==> config.mk <==
export PLATFORM = sky130hd
export DESIGN_NAME = uart_sleep_ctl
export DESIGN_NICKNAME = d
export VERILOG_FILES = /design/src/rtl/slp_pkg.sv /design/src/rtl/slp_sync_edge.sv /design/src/rtl/slp_chan_eval.sv /design/src/rtl/slp_fsm.sv /design/src/rtl/uart_sleep_ctl.sv
export SDC_FILE = /design/constraint.sdc
export NUM_CORES = 1
export LEC_CHECK = 0
export BUFFER_PORTS_ARGS = -buffer_cell sky130_fd_sc_hd__buf_2
export CAP_MARGIN = 20
export CORE_MARGIN = 4
export CORE_UTILIZATION = 40
export DETAILED_ROUTE_END_ITERATION = 10
export RECOVER_POWER = 50
export SYNTH_ARGS = -nofsm -noshare
export SYNTH_HDL_FRONTEND = slang
export SYNTH_HIERARCHICAL = 1
export SYNTH_SLANG_ARGS = --single-unit
export TNS_END_PERCENT = 100
==> constraint.sdc <==
create_clock -name clk -period 3.81 [get_ports clk]
set_clock_uncertainty 0.1 [all_clocks]
set_input_delay 0.762 -clock clk [delete_from_list [all_inputs] [get_ports clk]]
set_output_delay 0.762 -clock clk [all_outputs]
set_load 0.005 [all_outputs]
==> src/rtl/slp_pkg.sv <==
package slp_pkg;

    typedef enum logic [1:0] {
        ST_RUN   = 2'd0,
        ST_QUAL  = 2'd1,
        ST_SLEEP = 2'd2,
        ST_WAKE  = 2'd3
    } slp_state_t;

endpackage

==> src/rtl/slp_sync_edge.sv <==
module slp_sync_edge #(
    parameter int W = 5
) (
    input  logic         clk,
    input  logic         rst_n,
    input  logic [W-1:0] din,
    output logic [W-1:0] lvl,
    output logic [W-1:0] chg
);
    logic [W-1:0] meta_q;
    logic [W-1:0] sync_q;
    logic [W-1:0] hist_q;

    genvar i;
    generate
        for (i = 0; i < W; i++) begin : g_bit
            always_ff @(posedge clk or negedge rst_n) begin
                if (!rst_n) begin
                    meta_q[i] <= 1'b0;
                    sync_q[i] <= 1'b0;
                    hist_q[i] <= 1'b0;
                end else begin
                    meta_q[i] <= din[i];
                    sync_q[i] <= meta_q[i];
                    hist_q[i] <= sync_q[i];
                end
            end
            assign lvl[i] = sync_q[i];
            assign chg[i] = sync_q[i] ^ hist_q[i];
        end
    endgenerate
endmodule

==> src/rtl/slp_chan_eval.sv <==
module slp_chan_eval #(
    parameter int MSR_W = 4
) (
    input  logic             clk,
    input  logic             rst_n,
    input  logic             sleep_en,
    input  logic             irq_pend,
    input  logic             wake_flag,
    input  logic             tx_empty,
    input  logic             rx_empty,
    input  logic             rx_pin,
    input  logic             ir_mode,
    input  logic             div_nz,
    input  logic [MSR_W-1:0] msr,
    input  logic             thr_wr,
    output logic             ready,
    output logic             wake
);
    localparam int SW = MSR_W + 1;

    logic [SW-1:0] s_lvl;
    logic [SW-1:0] s_chg;
    logic          rx_s;
    logic          rx_idle;
    logic [MSR_W-1:0] msr_s;

    slp_sync_edge #(.W(SW)) u_sync (
        .clk   (clk),
        .rst_n (rst_n),
        .din   ({msr, rx_pin}),
        .lvl   (s_lvl),
        .chg   (s_chg)
    );

    assign rx_s  = s_lvl[0];
    assign msr_s = s_lvl[SW-1:1];

    always_comb begin
        rx_idle = ir_mode ? ~rx_s : rx_s;
        ready   = sleep_en & ~irq_pend & ~wake_flag & tx_empty & rx_empty
                & rx_idle & div_nz & (msr_s == '0);
        wake    = ~sleep_en | irq_pend | thr_wr | (|s_chg);
    end
endmodule

==> src/rtl/slp_fsm.sv <==
module slp_fsm
    import slp_pkg::*;
#(
    parameter int QUAL_CYC = 4
) (
    input  logic clk,
    input  logic rst_n,
    input  logic all_ready,
    input  logic any_wake,
    output logic wake_evt,
    output logic osc_en,
    output logic sleeping
);
    localparam int CW = $clog2(QUAL_CYC + 1);
    localparam logic [CW-1:0] LAST = CW'(QUAL_CYC - 1);

    slp_state_t    state_q, state_d;
    logic [CW-1:0] cnt_q;
    logic          qual_ok;

    assign qual_ok = all_ready & ~any_wake;

    always_ff @(posedge clk or negedge rst_n) begin
        if (!rst_n) begin
            state_q <= ST_RUN;
            cnt_q   <= '0;
        end else begin
            state_q <= state_d;
            if (state_q == ST_RUN && qual_ok)
                cnt_q <= CW'(1);
            else if (state_q == ST_QUAL && qual_ok)
                cnt_q <= cnt_q + CW'(1);
            else
                cnt_q <= '0;
        end
    end

    always_comb begin
        state_d = state_q;
        unique case (state_q)
            ST_RUN:   state_d = qual_ok ? ST_QUAL : ST_RUN;
            ST_QUAL: begin
                if (!qual_ok)          state_d = ST_RUN;
                else if (cnt_q == LAST) state_d = ST_SLEEP;
                else                   state_d = ST_QUAL;
            end
            ST_SLEEP: state_d = any_wake ? ST_WAKE : ST_SLEEP;
            ST_WAKE:  state_d = ST_RUN;
        endcase
    end

    always_comb begin
        osc_en   = (state_q != ST_SLEEP);
        sleeping = (state_q == ST_SLEEP);
        wake_evt = (state_q == ST_SLEEP) && any_wake;
    end
endmodule

==> src/rtl/uart_sleep_ctl.sv <==
module uart_sleep_ctl #(
    parameter int NCH      = 2,
    parameter int MSR_W    = 4,
    parameter int QUAL_CYC = 4
) (
    input  logic                 clk,
    input  logic                 rst_n,
    input  logic [NCH-1:0]       sleep_en,
    input  logic [NCH-1:0]       irq_pend,
    input  logic [NCH-1:0]       tx_empty,
    input  logic [NCH-1:0]       rx_empty,
    input  logic [NCH-1:0]       rx_pin,
    input  logic [NCH-1:0]       ir_mode,
    input  logic [NCH-1:0]       div_nz,
    input  logic [NCH*MSR_W-1:0] msr_bits,
    input  logic [NCH-1:0]       thr_wr,
    input  logic [NCH-1:0]       isr_rd,
    output logic                 osc_en,
    output logic                 sleeping,
    output logic [NCH-1:0]       wake_irq
);
    logic [NCH-1:0] ready_v;
    logic [NCH-1:0] wake_v;
    logic [NCH-1:0] wflag_q;
    logic           wake_evt;

    genvar c;
    generate
        for (c = 0; c < NCH; c++) begin : g_ch
            slp_chan_eval #(.MSR_W(MSR_W)) u_eval (
                .clk       (clk),
                .rst_n     (rst_n),
                .sleep_en  (sleep_en[c]),
                .irq_pend  (irq_pend[c]),
                .wake_flag (wflag_q[c]),
                .tx_empty  (tx_empty[c]),
                .rx_empty  (rx_empty[c]),
                .rx_pin    (rx_pin[c]),
                .ir_mode   (ir_mode[c]),
                .div_nz    (div_nz[c]),
                .msr       (msr_bits[c*MSR_W +: MSR_W]),
                .thr_wr    (thr_wr[c]),
                .ready     (ready_v[c]),
                .wake      (wake_v[c])
            );

            always_ff @(posedge clk or negedge rst_n) begin
                if (!rst_n)         wflag_q[c] <= 1'b0;
                else if (wake_evt)  wflag_q[c] <= 1'b1;
                else if (isr_rd[c]) wflag_q[c] <= 1'b0;
            end
        end
    endgenerate

    slp_fsm #(.QUAL_CYC(QUAL_CYC)) u_fsm (
        .clk       (clk),
        .rst_n     (rst_n),
        .all_ready (&ready_v),
        .any_wake  (|wake_v),
        .wake_evt  (wake_evt),
        .osc_en    (osc_en),
        .sleeping  (sleeping)
    );

    assign wake_irq = wflag_q;
endmodule

# == Word level (Yosys, flattened, before mapping) ==
# Index checks and enable logic that the tools add are counted.
# totals
register_bits,37
input_bits,28
out_inout_bits,4
elab_cells,105
# classes
n_addsub,1
eq_ne,5
mux,13
n_bitwise,40
reduce_logical,12
# ops
operator,count
bitwise AND 1 bit,15
OR reduction 5 bit,2
bitwise XOR 1 bit,10
inverter 1 bit,9
logical NOT 4 bit,2
2-to-1 mux 1 bit,8
case mux 2 bit (4 select lines),1
2-to-1 mux 3 bit,2
OR 1 bit,6
"equality test 2 bit, second input constant",2
2-to-1 mux 2 bit,2
nonzero test 2 bit,2
"adder 3 x 1 -> 3 bit, second input constant",1
"equality test 3 x 2 -> 1 bit, second input constant",1
logical AND 1 bit,3
"equality test 2 x 1 -> 1 bit, second input constant",1
logical NOT 2 bit,1
"!= test 2 bit, second input constant",1
AND reduction 2 bit,1
OR reduction 2 bit,1

# == Logic depth before layout (Yosys ltp) ==
# depth
word_depth,13
depth_mapped,6
depth_no_buf,6

# == Modules after synthesis ==
# The synthesis kept the hierarchy.
# modules_own_cells
module,n_inst,cells_each,area_per_inst_um2,seq_area_each_um2
slp_sync_edge,2,20,419.2,375.4
slp_fsm,1,22,249.0,125.1
slp_chan_eval,2,8,57.6,0.0
uart_sleep_ctl,1,8,85.1,50.0

# == Worst setup path before layout ==
# Ideal clock, no wire load.
# synth_timing
path_kind,input to register
from,in div_nz[0]
to,reg u_fsm.cnt_q[0]
t_arrival_ns,1.912
setup_slack_ns,1.677
stages,5
n_path_buf,0
path_cell_list,or4b_1 > nor4_1 > and2_1 > inv_1 > a2111oi_1
# synth_via
elab_chain_len,7
word_cells_on_any_way,8
# synth_lines
element,line,text
start: declaration,uart_sleep_ctl.sv:14,"input logic [NCH-1:0] div_nz,"
bitwise AND 1 bit (*) (2 in series),slp_chan_eval.sv:41,& rx_idle & div_nz & (msr_s == '0);
named net ready_v[0],uart_sleep_ctl.sv:22,logic [NCH-1:0] ready_v;
AND reduction 2 bit (*),uart_sleep_ctl.sv:58,".all_ready (&ready_v),"
bitwise AND 1 bit (*),slp_fsm.sv:21,assign qual_ok = all_ready & ~any_wake;
logical AND 1 bit,slp_fsm.sv:31,else if (state_q == ST_QUAL && qual_ok)
2-to-1 mux 3 bit,slp_fsm.sv:31,
2-to-1 mux 3 bit (*),slp_fsm.sv:29,if (state_q == ST_RUN && qual_ok)
end signal: assignment,slp_fsm.sv:32,cnt_q <= cnt_q + CW'(1);
end: declaration,slp_fsm.sv:18,logic [CW-1:0] cnt_q;
# The timed path passes the listed nets; every way through them passes the cells marked *.
# A chain may end at the register's enable or synchronous reset.

# == Final worst setup path ==
# layout_timing
from,reg g_ch[1].u_eval.u_sync.sync_q[2]
to,reg u_fsm.cnt_q[0]
# layout_via
word_cells_on_any_way,13
# layout_rtl
element,line,text
start: declaration,slp_sync_edge.sv:11,logic [W-1:0] sync_q;
start signal: indexed assignment,slp_sync_edge.sv:24,sync_q[i] <= meta_q[i];
logical NOT 4 bit (*),slp_chan_eval.sv:41,
bitwise AND 1 bit (*),slp_chan_eval.sv:41,
named net ready_v[1],uart_sleep_ctl.sv:22,
AND reduction 2 bit (*),uart_sleep_ctl.sv:58,
bitwise AND 1 bit (*),slp_fsm.sv:21,
logical AND 1 bit,slp_fsm.sv:31,
2-to-1 mux 3 bit,slp_fsm.sv:31,
2-to-1 mux 3 bit (*),slp_fsm.sv:29,
# Marked as above.

==> summary.md <==
| Metric | Value |
|---|---|
| Hold wc startpoint | g_ch[0].u_eval/u_sync/meta_q[3] |
| Power per cell area | 463.6 mW/mm^2 |
| Worst vdd ir | 0.0002743 V |
| N_diodes | 0 |
| CP required | 3930 ps |
| Switching pwr | 0.0001512 W |
| Rel. slew slack | -23.74% |
| H-tree depth | 2 |
| Core Rows | 20 |
| Static leakage | 0.7550 nW |
| Cell Area, Synth | 0.001287 sq mm |
| Tot Pwr | 0.0007349 W |
| Post_cts resized | 0 |
| Gr ovfl total | 0 |
| Share of layout cells above drive strength 1 | 32.00% |
| Drt via density | 4.592 |
| Flops & latches, synth | 37 |
| Final wirelength | 2.027 mm |
| Worst Path Max Fanout | 4 |
| Fin nets | 154 |
| Hold Crit Class | reg2reg |
| Outcome | complete, but fails checks |
| Int Power | 0.0005837 W |
| Clock Tree Root | clkbuf_4 |
| Cells after Synth | 86 |
| Initial antenna violation count | 0 |
| DRT iter0 DRCs | 3 |
| Final critical-path setup slack | 1675 ps |
| Hold Path End | g_ch[0].u_eval/u_sync/lvl[3] |
| Yosys cell types | 19 |
| Io pins | 32 |
| CTS hold repair buffers | 0 |
| Flop pwr share | 57.0% |
| Drt wl/cell | 11.99 microns |
| Vias in the first global route | 809 |
| Final ANT Viol Nets | 0 |
| Fillers | 278 |
| Placeable core area | 0.003078 sq mm |
| Global-route wire length before repair | 3.636 mm |
| DR pass1 iterations | 4 |
| Total global-route track usage | 11.60% |
| Syn Nets | 116 |
| Total number of vias | 776 |
| GP Congestion | 0.7538 |
| Pre-CTS setup slack | 1310 ps |
| DRC violations left | 0 |
| Clk buf depth | 2 |
| Core Util, Final | 51.50% |
| Clock network power share | 38.3% |
| Initial core utilization | 41.83% |
| Critical path arrival | 2260 ps |
| R2R setup slack | 1680 ps |
| Final worst-path cycle share | 56.03% |
| Finished Cell Area | 0.001585 sq mm |
| Syn. warnings | 6 |
| CTS Sinks | 37 |
| Critical path class | reg2reg |
| Sequential share of the synthesized area | 71.91% |
| Largest net degree at the start of global routing | 38 |
| Comb power frac | 4.7% |
| Mean post-synth cell area | 14.97 sq um |
| Slew Viols, Final | 38 |
| Worst skew pair latency | 330 ps |
| CP endpoint kind | flip-flop |
| Cell Area, Placed | 0.001498 sq mm |
| Die width | 64.74 microns |
| Total negative setup slack | 0 ps |
| Post-CTS repair timing setup buffer count | 0 |
| Final setup fails | 0 |
| Die area | 0.004191 sq mm |
| Actual slew at the worst max-slew pin | 1856 ps |
| Unrepaired setup endpoints after global routing | no |
| Worst r2r dst | u_fsm/cnt_q[0] |
| CTS clk-pin slew, worst paths | 110 ps |
| Startpoint class of the critical path | flip-flop |
| Max-cap viol count | 1 |
| Sw frac | 20.58% |
| R2R depth | 5 |
| Final hold vios | 0 |
| Clock buffer count from CTS | 5 |
| Final Critical Period | 2135 ps |
| FMAX | 468.4 MHz |
| Worst r2r src | g_ch[1].u_eval/u_sync/lvl[2] |
| Hold path depth | 0 |
| Failing checks | capacitance limit, slew limit |
| Port Buffers | 31 |
| Die Y | 64.74 microns |
| Area grow syn2layout | 23.13% |
| Crit path launch | g_ch[1].u_eval/u_sync/lvl[2] |
| HPWL after detailed placement | 1.522 mm |
| CTS tree | done |
per-stage QoR:
stage / cells / hold WS, ps
6_report: 169 / 253.0
5_1_grt: 169 / 266.2
3_5_place_dp: 161 / 235.6
2_1_floorplan: 86 / 231.2
3_3_place_gp: 161 / 231.7
4_1_cts: 169 / 256.4
layout make-up:
class	instances	area [sq um]	share of cell area, %
multi-input combinational	42	335.3	21.15
clock buffer	6	51.30	3.236
clock inverter	2	37.54	2.368
inverter	7	26.28	1.657
timing repair buffer	31	153.9	9.708
sequential	37	925.9	58.41
tap	44	55.05	3.473
cell usage after synthesis:
cell type / count / area share, %
nor2b_4: 1 / 1.1
nor2_1: 2 / 0.58
nand4bb_1: 1 / 0.87
or2_1: 1 / 0.49
o21ai_1: 1 / 0.39
xor2_1: 10 / 6.8
a211o_1: 1 / 0.68
a2111oi_1: 1 / 0.78
nor4_1: 4 / 1.9
and2_1: 2 / 0.97
nor4b_1: 4 / 2.7
xnor2_1: 2 / 1.4
dfrtp_1: 37 / 72
nand2_1: 4 / 1.2
a21o_1: 2 / 1.2
or4b_1: 4 / 3.1
ha_1: 2 / 1.9
inv_2: 1 / 0.29
inv_1: 6 / 1.7
sequential cells by signal, indices dropped and copies added (netlist names), named ones only:
| signal | count |
|---|---|
| g_ch.u_eval/u_sync/lvl | 10 |
| u_fsm/state_q | 1 |
| g_ch.u_eval/u_sync/hist_q | 10 |
| u_fsm/cnt_q | 3 |
| wake_irq | 2 |
| g_ch.u_eval/u_sync/meta_q | 10 |
power by group through the flow:
stage                     Sequential [W]  Combinational, W  Clock, W
after floorplan                 0.000424         0.0000128         0
after global placement          0.000426         0.0000355         0
after detailed placement        0.000427         0.0000360         0
after CTS                       0.000419         0.0000362  0.000290
after global routing            0.000421         0.0000404  0.000312
final                           0.000419         0.0000348  0.000282
worst max path at each step:
stage                                            to  slack (ps)  depth (start not counted)
floorplan                            u_fsm/cnt_q[0]        1680                          5
global placement                     u_fsm/cnt_q[0]        1330                          6
detailed placement                   u_fsm/cnt_q[0]        1310                          6
CTS                                  u_fsm/cnt_q[0]        1630                          5
global route        g_ch[1].u_eval/u_sync/hist_q[3]        1260                          1
finish                               u_fsm/cnt_q[0]        1680                          5
cells in the final DEF (no fill, tap or decap), drive strengths merged, types with 4 or more instances in the layout:
cell | synthesis | final
nor4 | 4 | 4
xor2 | 10 | 10
buf | 0 | 30
nor4b | 4 | 4
inv | 7 | 7
nand2 | 4 | 4
dfrtp | 37 | 37
or4b | 4 | 4
clkbuf | 0 | 7
routing by layer:
metal	up-vias	wire, microns	GRT usage [%]
met5	-	0	0
met4	0	31	5.541
met3	5	144	4.679
met2	24	1020	18.39
met1	380	831	13.67
li1	367	-	-
worst max-delay path, cell delays in order, from the launching register on:
cell and delay (ps):
dfrtp_1 420, or4b_1 540, nor4_1 370, and2_1 240
inv_1 50, a2111oi_1 300
cell families after synthesis:
logic type	Yosys count	synth area share, %
AOI/OAI and AO/OA	5	3.012
adders and majority gates	2	1.943
and+or+nand+nor	23	12.92
buffers and inverters	7	2.040
DFF	37	71.91
xor gates and xnor gates	12	8.163
Power figures use the tool's default switching activity.
